File: config.mk
export PLATFORM = sky130hd
export DESIGN_NAME = xfr_chan
export DESIGN_NICKNAME = d
export VERILOG_FILES = /design/src/rtl/xfr_pkg.sv /design/src/rtl/xfr_regs.sv /design/src/rtl/xfr_engine.sv /design/src/rtl/xfr_chan.sv
export SDC_FILE = /design/constraint.sdc
export NUM_CORES = 1
export LEC_CHECK = 0
export ABC_AREA = 1
export BUFFER_PORTS_ARGS = -buffer_cell sky130_fd_sc_hd__buf_2
export CAP_MARGIN = 20
export CORE_MARGIN = 5
export CORE_UTILIZATION = 35
export DETAILED_ROUTE_END_ITERATION = 10
export HOLD_SLACK_MARGIN = 0.15
export PLACE_DENSITY_LB_ADDON = 0.05
export SYNTH_ARGS = -nofsm -noshare
export SYNTH_HDL_FRONTEND = slang
export SYNTH_SLANG_ARGS = --single-unit
File: constraint.sdc
create_clock -name clk -period 2.55 [get_ports clk]
set_input_delay 0.255 -clock clk [delete_from_list [all_inputs] [get_ports clk]]
set_output_delay 0.255 -clock clk [all_outputs]
set_load 0.01 [all_outputs]
File: src/rtl/xfr_pkg.sv
package xfr_pkg;
    localparam int ADDR_W = 32;
    localparam int DATA_W = 32;
    localparam int CNT_W  = 16;
    localparam int REG_W  = 32;

    localparam logic [2:0] RI_SRC  = 3'd0;
    localparam logic [2:0] RI_DST  = 3'd1;
    localparam logic [2:0] RI_CNT  = 3'd2;
    localparam logic [2:0] RI_CTRL = 3'd3;
    localparam logic [2:0] RI_STAT = 3'd4;
    localparam logic [2:0] RI_CSRC = 3'd5;
    localparam logic [2:0] RI_CDST = 3'd6;
    localparam logic [2:0] RI_REM  = 3'd7;

    localparam int NFLAG = 3;

    typedef enum logic [1:0] {
        MD_SINGLE = 2'd0,
        MD_BLOCK  = 2'd1,
        MD_CIRC   = 2'd2
    } mode_e;

    typedef enum logic [1:0] {
        S_IDLE, S_WAIT, S_RD, S_WR
    } eng_state_e;

    typedef struct packed {
        logic [ADDR_W-1:0] src;
        logic [ADDR_W-1:0] dst;
        logic [CNT_W-1:0]  count;
        logic [1:0]        width;
        logic              src_inc;
        logic              dst_inc;
        logic              paced;
        logic [1:0]        mode;
        logic [NFLAG-1:0]  ie;
    } cfg_t;

    function automatic logic [2:0] elem_bytes(input logic [1:0] w);
        case (w)
            2'd0:    return 3'd1;
            2'd1:    return 3'd2;
            default: return 3'd4;
        endcase
    endfunction

    function automatic logic [1:0] size_code(input logic [1:0] w);
        return (w == 2'd3) ? 2'd2 : w;
    endfunction
endpackage

File: src/rtl/xfr_regs.sv
module xfr_regs
    import xfr_pkg::*;
(
    input  logic              clk,
    input  logic              rst,
    input  logic              cfg_we,
    input  logic [2:0]        cfg_addr,
    input  logic [REG_W-1:0]  cfg_wdata,
    output logic [REG_W-1:0]  cfg_rdata,
    input  logic              ev_half,
    input  logic              ev_done,
    input  logic              ev_err,
    input  logic              ev_stop,
    input  logic              eng_idle,
    input  logic [ADDR_W-1:0] cur_src,
    input  logic [ADDR_W-1:0] cur_dst,
    input  logic [CNT_W-1:0]  remain,
    output cfg_t              cfg,
    output logic              en,
    output logic              start,
    output logic              irq
);
    logic [NFLAG-1:0] flags;
    logic [NFLAG-1:0] w1c;
    logic [REG_W-1:0] ctrl_rd;

    assign w1c = (cfg_we && cfg_addr == RI_STAT) ? cfg_wdata[NFLAG-1:0] : '0;
    assign irq = |(flags & cfg.ie);
    assign ctrl_rd = REG_W'({cfg.ie, cfg.mode, cfg.paced, cfg.dst_inc,
                             cfg.src_inc, cfg.width, en});

    always_comb begin
        case (cfg_addr)
            RI_SRC:  cfg_rdata = REG_W'(cfg.src);
            RI_DST:  cfg_rdata = REG_W'(cfg.dst);
            RI_CNT:  cfg_rdata = REG_W'(cfg.count);
            RI_CTRL: cfg_rdata = ctrl_rd;
            RI_STAT: cfg_rdata = REG_W'(flags);
            RI_CSRC: cfg_rdata = REG_W'(cur_src);
            RI_CDST: cfg_rdata = REG_W'(cur_dst);
            default: cfg_rdata = REG_W'(remain);
        endcase
    end

    always_ff @(posedge clk) begin
        if (rst) begin
            cfg   <= '0;
            en    <= 1'b0;
            start <= 1'b0;
            flags <= '0;
        end else begin
            start <= 1'b0;
            if (cfg_we && !en && eng_idle) begin
                case (cfg_addr)
                    RI_SRC: cfg.src   <= cfg_wdata[ADDR_W-1:0];
                    RI_DST: cfg.dst   <= cfg_wdata[ADDR_W-1:0];
                    RI_CNT: cfg.count <= cfg_wdata[CNT_W-1:0];
                    RI_CTRL: begin
                        cfg.width   <= cfg_wdata[2:1];
                        cfg.src_inc <= cfg_wdata[3];
                        cfg.dst_inc <= cfg_wdata[4];
                        cfg.paced   <= cfg_wdata[5];
                        cfg.mode    <= cfg_wdata[7:6];
                        cfg.ie      <= cfg_wdata[10:8];
                        en          <= cfg_wdata[0];
                        start       <= cfg_wdata[0];
                    end
                    default: ;
                endcase
            end else if (cfg_we && en && cfg_addr == RI_CTRL && !cfg_wdata[0]) begin
                en <= 1'b0;
            end
            if (ev_stop) en <= 1'b0;
            flags <= (flags & ~w1c) | {ev_err, ev_done, ev_half};
        end
    end

    AST_CFG_LOCKED: assert property (@(posedge clk) disable iff (rst)
        en |=> $stable(cfg));
    AST_STOP_CLEARS_EN: assert property (@(posedge clk) disable iff (rst)
        ev_stop |=> !en);
endmodule

File: src/rtl/xfr_engine.sv
module xfr_engine
    import xfr_pkg::*;
(
    input  logic              clk,
    input  logic              rst,
    input  cfg_t              cfg,
    input  logic              en,
    input  logic              start,
    input  logic              per_req,
    output logic              bus_valid,
    output logic              bus_write,
    output logic [ADDR_W-1:0] bus_addr,
    output logic [1:0]        bus_size,
    output logic [DATA_W-1:0] bus_wdata,
    input  logic              bus_ready,
    input  logic              bus_err,
    input  logic [DATA_W-1:0] bus_rdata,
    output logic              ev_half,
    output logic              ev_done,
    output logic              ev_err,
    output logic              ev_stop,
    output logic              eng_idle,
    output logic [ADDR_W-1:0] cur_src,
    output logic [ADDR_W-1:0] cur_dst,
    output logic [CNT_W-1:0]  remain
);
    eng_state_e        st;
    logic [DATA_W-1:0] data_q;
    logic              acc, ok_wr, last, zero_go, circ;
    logic [CNT_W-1:0]  rem_nx;
    logic [ADDR_W-1:0] step;

    always_comb begin
        bus_valid = (st == S_RD) || (st == S_WR);
        bus_write = (st == S_WR);
        bus_addr  = (st == S_WR) ? cur_dst : cur_src;
        bus_size  = size_code(cfg.width);
        bus_wdata = data_q;
        eng_idle  = (st == S_IDLE);
        circ      = (cfg.mode == MD_CIRC);
        step      = ADDR_W'(elem_bytes(cfg.width));
        acc       = bus_valid && bus_ready;
        ok_wr     = (st == S_WR) && acc && !bus_err;
        rem_nx    = remain - 1'b1;
        last      = (rem_nx == '0);
        zero_go   = (st == S_IDLE) && start && (cfg.count == '0);
        ev_err    = acc && bus_err;
        ev_done   = zero_go || (ok_wr && last);
        ev_half   = ok_wr && (cfg.count >= CNT_W'(2))
                    && (rem_nx == cfg.count - (cfg.count >> 1));
        ev_stop   = ev_err || zero_go || (ok_wr && last && !circ);
    end

    always_ff @(posedge clk) begin
        if (rst) begin
            st      <= S_IDLE;
            data_q  <= '0;
            cur_src <= '0;
            cur_dst <= '0;
            remain  <= '0;
        end else begin
            case (st)
                S_IDLE: if (start && cfg.count != '0) begin
                    cur_src <= cfg.src;
                    cur_dst <= cfg.dst;
                    remain  <= cfg.count;
                    st      <= cfg.paced ? S_WAIT : S_RD;
                end
                S_WAIT: begin
                    if (!en)          st <= S_IDLE;
                    else if (per_req) st <= S_RD;
                end
                S_RD: if (acc) begin
                    if (bus_err) st <= S_IDLE;
                    else begin
                        data_q <= bus_rdata;
                        st     <= S_WR;
                    end
                end
                default: if (acc) begin
                    if (bus_err) st <= S_IDLE;
                    else begin
                        remain <= rem_nx;
                        if (cfg.src_inc) cur_src <= cur_src + step;
                        if (cfg.dst_inc) cur_dst <= cur_dst + step;
                        if (last) begin
                            if (circ && en) begin
                                cur_src <= cfg.src;
                                cur_dst <= cfg.dst;
                                remain  <= cfg.count;
                                st      <= cfg.paced ? S_WAIT : S_RD;
                            end else begin
                                st <= S_IDLE;
                            end
                        end else if (!en) begin
                            st <= S_IDLE;
                        end else begin
                            st <= (cfg.paced && cfg.mode != MD_BLOCK) ? S_WAIT : S_RD;
                        end
                    end
                end
            endcase
        end
    end

    AST_BUS_HOLD: assert property (@(posedge clk) disable iff (rst)
        bus_valid && !bus_ready |=> bus_valid && $stable(bus_addr) && $stable(bus_write));
    AST_WAIT_GATE: assert property (@(posedge clk) disable iff (rst)
        (st == S_WAIT) && !per_req |=> !bus_valid);
    AST_ERR_STOPS: assert property (@(posedge clk) disable iff (rst)
        ev_err |=> !bus_valid);
    AST_ZERO_NO_BUS: assert property (@(posedge clk) disable iff (rst)
        zero_go |=> !bus_valid);
endmodule

File: src/rtl/xfr_chan.sv
module xfr_chan
    import xfr_pkg::*;
(
    input  logic              clk,
    input  logic              rst,
    input  logic              cfg_we,
    input  logic [2:0]        cfg_addr,
    input  logic [REG_W-1:0]  cfg_wdata,
    output logic [REG_W-1:0]  cfg_rdata,
    input  logic              per_req,
    output logic              bus_valid,
    output logic              bus_write,
    output logic [ADDR_W-1:0] bus_addr,
    output logic [1:0]        bus_size,
    output logic [DATA_W-1:0] bus_wdata,
    input  logic              bus_ready,
    input  logic              bus_err,
    input  logic [DATA_W-1:0] bus_rdata,
    output logic              irq
);
    cfg_t              cfg;
    logic              en, start, eng_idle;
    logic              ev_half, ev_done, ev_err, ev_stop;
    logic [ADDR_W-1:0] cur_src, cur_dst;
    logic [CNT_W-1:0]  remain;

    xfr_regs u_regs (
        .clk(clk), .rst(rst), .cfg_we(cfg_we), .cfg_addr(cfg_addr),
        .cfg_wdata(cfg_wdata), .cfg_rdata(cfg_rdata),
        .ev_half(ev_half), .ev_done(ev_done), .ev_err(ev_err), .ev_stop(ev_stop),
        .eng_idle(eng_idle), .cur_src(cur_src), .cur_dst(cur_dst), .remain(remain),
        .cfg(cfg), .en(en), .start(start), .irq(irq)
    );

    xfr_engine u_eng (
        .clk(clk), .rst(rst), .cfg(cfg), .en(en), .start(start), .per_req(per_req),
        .bus_valid(bus_valid), .bus_write(bus_write), .bus_addr(bus_addr),
        .bus_size(bus_size), .bus_wdata(bus_wdata), .bus_ready(bus_ready),
        .bus_err(bus_err), .bus_rdata(bus_rdata),
        .ev_half(ev_half), .ev_done(ev_done), .ev_err(ev_err), .ev_stop(ev_stop),
        .eng_idle(eng_idle), .cur_src(cur_src), .cur_dst(cur_dst), .remain(remain)
    );
endmodule

* Word level (Yosys, flattened, before mapping)
Index checks and enable logic that the tools add are counted.
** Word-level totals
- Register bits after elaboration :: 209
- Latch bits :: 0
- Memory bits (writable) :: 0
- ROM bits :: 0
- Output and inout bits :: 101
- Word-level logic and storage cells :: 138
- Memories kept :: 0
** Operators by class
- $add $sub $neg :: 4
- $mul :: 0
- Divide/modulo/power cells :: 0
- Magnitude comparators :: 1
- Equal/unequal tests :: 19
- Shifts and indexed selects :: 0
- Mux-type cells :: 41
- Bitwise operators :: 8
- Reductions and logical operators :: 48
** Operators by type and width (count)
- two-way mux 32 bit :: 13
- one-hot mux 32 bit (7 select lines) :: 1
- one-hot mux 32 bit (2 select lines) :: 2
- two-way mux 16 bit :: 5
- adder 32 x 3 -> 32 bit :: 2
- zero test 16 bit :: 2
- one-hot mux 16 bit (2 select lines) :: 1
- two-way mux 2 bit :: 13
- logical AND 1 bit :: 19
- == test 16 bit :: 1
- >= comparator 16 x 2 -> 1 bit (second input constant) :: 1
- nonzero test 16 bit :: 1
- subtractor 16 x 1 -> 16 bit (second input constant) :: 1
- subtractor 16 x 15 -> 16 bit :: 1
- AND reduction 2 bit :: 5
- == test 3 bit (second input constant) :: 3
- == test 2 bit (second input constant) :: 4
- != test 2 x 1 -> 1 bit (second input constant) :: 4
- AND reduction 4 bit :: 2
- bitwise AND 3 bit :: 2
- == test 3 x 2 -> 1 bit (second input constant) :: 2
- one-hot mux 2 bit (3 select lines) :: 1
- one-hot mux 3 bit (2 select lines) :: 1
- OR reduction 3 bit :: 2
- other kinds (17) :: 32

* Longest topological paths before layout
- Word-level depth :: 9
- Depth in mapped cells :: 19
- Mapped depth without buffers :: 18

* Hierarchy
A second synthesis with hierarchy kept.
** Second synthesis, totals
- Cell total of the unflattened synthesis :: 2370
- Area, all modules :: 14305.0 um^2
** Modules (own cells, without submodules)
- xfr_engine :: instances 1, cells each 1598, area each 9360.2 um^2
- xfr_regs :: instances 1, cells each 772, area each 4944.7 um^2

* Worst setup path after synthesis
No wires, ideal clock.
- Kind :: register -> register
- Start point :: register, netlist name u_regs.cfg[8]
- End point :: register u_eng.cur_dst[20]
- Setup time :: 0.132 ns
- Data arrival time :: 2.556 ns
- Slack :: -0.138 ns
- Stages on the path, launching flop included :: 18
- Clock period less this slack :: 2.688 ns
- Cells stage by stage :: dfxtp_1 > inv_1 > nor2_1 > inv_1 > fa_1 > inv_1 > nand2_1 > nand2_1 > nand2_1 > nor2_1 > nand2_1 > nor2_1 > nand2_1 > xor2_1 > inv_1 > nand3_1 > nand3_1 > a21oi_1
** Between the ends
- Longest elaborated chain between the ends :: 9
- Elaborated cells between the ends (all ways) :: 10
- Those cells by class :: 1 x add/sub; 1 x eq/ne; 7 x mux; 1 x reduce/logical
** Ends and longest elaborated chain
- == test 2 x 1 -> 1 bit / zero test 2 bit (equally long branches) :: line xfr_pkg.sv:41 : case (w)
- one-hot mux 3 bit (2 select lines) (*) :: line xfr_pkg.sv:41
- adder 32 x 3 -> 32 bit (*) :: line xfr_engine.sv:85 : if (cfg.dst_inc) cur_dst <= cur_dst + step;
- two-way mux 32 bit (*) :: line xfr_engine.sv:85
- two-way mux 32 bit :: line xfr_engine.sv:87 : if (circ && en) begin
- two-way mux 32 bit (*) :: line xfr_engine.sv:86 : if (last) begin
- two-way mux 32 bit (*) :: line xfr_engine.sv:81 : if (bus_err) st <= S_IDLE;
- two-way mux 32 bit (*) :: line xfr_engine.sv:80 : default: if (acc) begin
- one-hot mux 32 bit (2 select lines) (*) :: line xfr_engine.sv:62 : case (st)
- end signal: assignment :: line xfr_engine.sv:65 : cur_dst <= cfg.dst;
- end signal: assignment :: line xfr_engine.sv:85
- end signal: assignment :: line xfr_engine.sv:89 : cur_dst <= cfg.dst;
- end: declaration :: line xfr_engine.sv:24 : output logic [ADDR_W-1:0] cur_dst,
Every way passes the cells marked *; elsewhere a longest branch is shown, timed or not. The select of a mux whose other input is x is not followed.
A chain may end at the register's enable or synchronous reset.

* Worst setup path after layout
- Start point :: register, netlist name u_regs.cfg[9]
- End point :: register u_eng.cur_dst[25]
** Between the ends
- Longest elaborated chain between the ends :: 9
- Elaborated cells between the ends (all ways) :: 10
- Those cells by class :: 1 x add/sub; 1 x eq/ne; 7 x mux; 1 x reduce/logical
** Ends and longest elaborated chain (line)
- == test 2 x 1 -> 1 bit / zero test 2 bit (equally long branches) :: xfr_pkg.sv:41
- one-hot mux 3 bit (2 select lines) (*) :: xfr_pkg.sv:41
- adder 32 x 3 -> 32 bit (*) :: xfr_engine.sv:85
- two-way mux 32 bit (*) :: xfr_engine.sv:85
- two-way mux 32 bit :: xfr_engine.sv:87
- two-way mux 32 bit (*) :: xfr_engine.sv:86
- two-way mux 32 bit (*) :: xfr_engine.sv:81
- two-way mux 32 bit (*) :: xfr_engine.sv:80
- one-hot mux 32 bit (2 select lines) (*) :: xfr_engine.sv:62
Marks and branches as above.

==> summary.txt <==
Timing
  – Fin. max-slew vios: 0
  – Hold Fails Final Rpt: 0
  – Peak Freq: 412 MHz
  – Slew of the pin with the lowest slew margin: 658 ps
  – Smallest hold slack: 187 ps
  – Worst Setup Slack, final: 126 ps
  – Period utilization: 95.1%
  – Max-slew headroom: 56.1%
  – Final Skew: 18.7 ps
  – TNS Setup: 0 ps
  – Final min period: 2420 ps
  – Final Setup Violations: 0
  – RSZ-0062 raised after global routing: yes

Logic synthesis
  – Largest cells by area after synthesis: dfxtp_1 (31%), nand2_1 (11%), o21ai_0 (9.1%), inv_1 (8.1%), a21oi_1 (7.3%)
  – Syn Area/Cell: 6.28 sq um
  – Post-synth top area share: 31.0%
  – Seq/Total Area, Yosys: 31.0%
  – Synth Register Bits: 209
  – Synth Warn #: 0
  – Post-synth top area cell: dfxtp_1
  – Cell count after synthesis: 2152
  – Yosys cell types: 38
  – Mapped cell area: 13500 sq um
  – Syn Nets: 2266

Clocking
  – CTS Buf Count: 27
  – Clock sink total: 209
  – H-tree Lvls: 1
  – Root buf cell: clkbuf_16
  – CTS tree: done
  – Clk Latency, worst-skew pair: 560 ps
  – CTS clk-pin slew, worst paths: 60 ps
  – Max clock buf depth: 3

Setup path
  – Critical Path Fanout Max: 5
  – Crit path launch type: flop
  – Worst Path Required: 2960 ps
  – Critical path endpoint category: flop
  – Critical path type: reg -> reg
  – Worst path arrival time: 2830 ps

Global route
  – Total GRT Usage: 26.4%
  – Met2 usage: 44.8%
  – Global-route wire length before repair: 87.0 mm
  – Number of global-route vias before repair: 14700
  – Pin count of the biggest net entering global routing: 77
  – Initial antenna violation count: 3
  – GR met3 Demand/Resource: 4.16%
  – GRT busiest layer: met2
  – Grt total ovfl: 0
  – Met1 usage: 34.1%

Detailed routing
  – Vias per inst: 5.19
  – Initial drt markers: 1337
  – Final wirelength: 58.7 mm
  – DR pass1 iterations: 6
  – WL/cell: 19.8 um
  – Vias: 15400
  – Remaining DRCs: 0
  – Number of routed nets with antenna violations: 0

Finish
  – Most common cell after layout, fill and taps aside: nand2_1
  – FILL cells: 4114
  – # nets final: 2544
  – Most frequent cells in the layout: nand2_1 (392), inv_1 (284), o21ai_0 (244), nor2_1 (227), dfxtp_1 (202)
  – Design area: 17500 sq um
  – Share of cells above drive strength 1: 17.4%
  – Syn-to-layout area delta: 29.3%

Power and ir drop
  – Comb pwr share: 44.7%
  – Peak VDD IR: 585 uV
  – Sw Ratio: 42.6%
  – Share of power burned in registers: 29.4%
  – Pwr Density: 900 nW/um^2
  – P_sw: 0.00670 W
  – Clock network power share: 25.9%
  – Leak: 7.59 nW
  – Internal power: 0.00902 W

Floorplanning
  – Horiz. Die Dim: 207 um
  – Starting Density: 35.1%
  – # IOs: 174
  – Core area: 38500 sq um
  – Die Ht: 207 um
  – Die area: 42600 sq um
  – Rows: 72

Placed design
  – Routability Congestion: 0.931
  – Post-Place Worst Slack: -98.1 ps
  – Port bufs: 173
  – Dpl hpwl: 43.2 mm
  – Placed cell areas: 15600 sq um

Run
  – Max-Cap Viols: 0

Min path
  – Hold WC Path Type: in -> reg

Outcome
  – Status: finished clean
==> layout make-up <==
type | count | area, sq um | share of cell area (%)
clock inverters | 10 | 179 | 1.02
repair buffers | 355 | 2610 | 14.9
inverters | 302 | 1140 | 6.53
flip-flops and latches | 209 | 4200 | 24.0
diodes | 1 | 2.50 | 0.0143
clock buffers | 36 | 739 | 4.23
well taps | 518 | 648 | 3.71
multi-input cells | 1535 | 7960 | 45.6
==> metal layers <==
layer,routed length (um),share of wire (%),vias up
met4,2150,3.7,4
met2,27600,47,543
li1,-,-,7604
met5,25,0.043,-
met3,3860,6.6,100
met1,25000,43,7155
==> kinds of logic after synthesis <==
kind of cell / after synthesis / share of synthesized area, %
and+or+nand+nor: 912 / 28.8
AOI/OAI and AO/OA: 534 / 21.5
buffers and inverters: 408 / 11.7
DFF: 209 / 31.0
xor gates and xnor gates: 48 / 3.11
adders and majority gates: 41 / 3.96
==> power groups by stage <==
stage	registers, W	logic, W	clock network, W
2_1_floorplan	0.00441	0.00420	0
3_3_place_gp	0.00466	0.00664	0
3_5_place_dp	0.00466	0.00665	0
4_1_cts	0.00459	0.00677	0.00415
5_1_grt	0.00471	0.00780	0.00429
6_report	0.00462	0.00703	0.00407
==> state kept, by name, summed over array words and instances, names as in the netlist <==
| register | flops |
|---|---|
| u_regs.cfg | 90 |
| u_eng.bus_wdata | 32 |
| u_eng.cur_dst | 32 |
| u_eng.cur_src | 32 |
| u_eng.remain | 16 |
| u_regs.flags | 3 |
| u_eng.st | 2 |
| u_regs.en | 1 |
| u_regs.start | 1 |
==> per-stage QoR <==
step                util [%]  instances  total power (W)
finish                  45.4       2966           0.0157
global route            45.4       2965           0.0168
CTS                     44.7       2960           0.0155
detailed placement      40.6       2848           0.0113
global placement        40.6       2848           0.0113
floorplan                  -       2152          0.00861
==> repair_timing <==
item	4_1_cts	5_1_grt
setup buffers	1	3
endpoints found under the hold margin	115	0
hold buffers	65	0
gates cloned	0	2
pin swaps	1	19
endpoints found under the setup margin	7	118
gates resized for setup	6	65
==> final timing paths <==
| kind | startpoint | to | cells after the start | slack [ps] |
|---|---|---|---|---|
| setup / recovery | u_regs.cfg[9] | u_eng.cur_dst[25] | 14 | 130 |
| hold reg to reg | u_eng.bus_wdata[14] | u_eng.bus_wdata[14] | 2 | 440 |
| hold / removal | cfg_we | u_regs.flags[0] | 4 | 190 |
| setup reg to reg | u_regs.cfg[9] | u_eng.cur_dst[25] | 14 | 130 |
==> synthesized netlist by cell type, drive strengths merged <==
cell     number
and3          2
a221o        16
dfxtp       209
o2111ai       5
o21ai       248
o211ai       11
or2           2
o21bai        7
buf          16
ha           38
xor2         40
a31oi         3
nand3b        9
nor2        265
clkbuf       90
nor3         32
nand3       175
a211oi        2
clkinv        5
nor4          2
and2          1
nand4        19
nand2       405
inv         297
a221oi        9
fa            3
o22ai        37
xnor2         8
a21oi       196
==> critical path: stages (launching register included) <==
cell and delay (ps):
dfxtp_4 360, buf_4 150, ha_1 340, nand3_1 100
nand3_1 190, nand3_2 230, nor3_1 250, buf_4 200
nand2_1 50, nand2_1 60, nand2_1 50, inv_1 50
nand3_1 80, nand3_1 130, a21oi_1 60
Power figures use the tool's default switching activity.
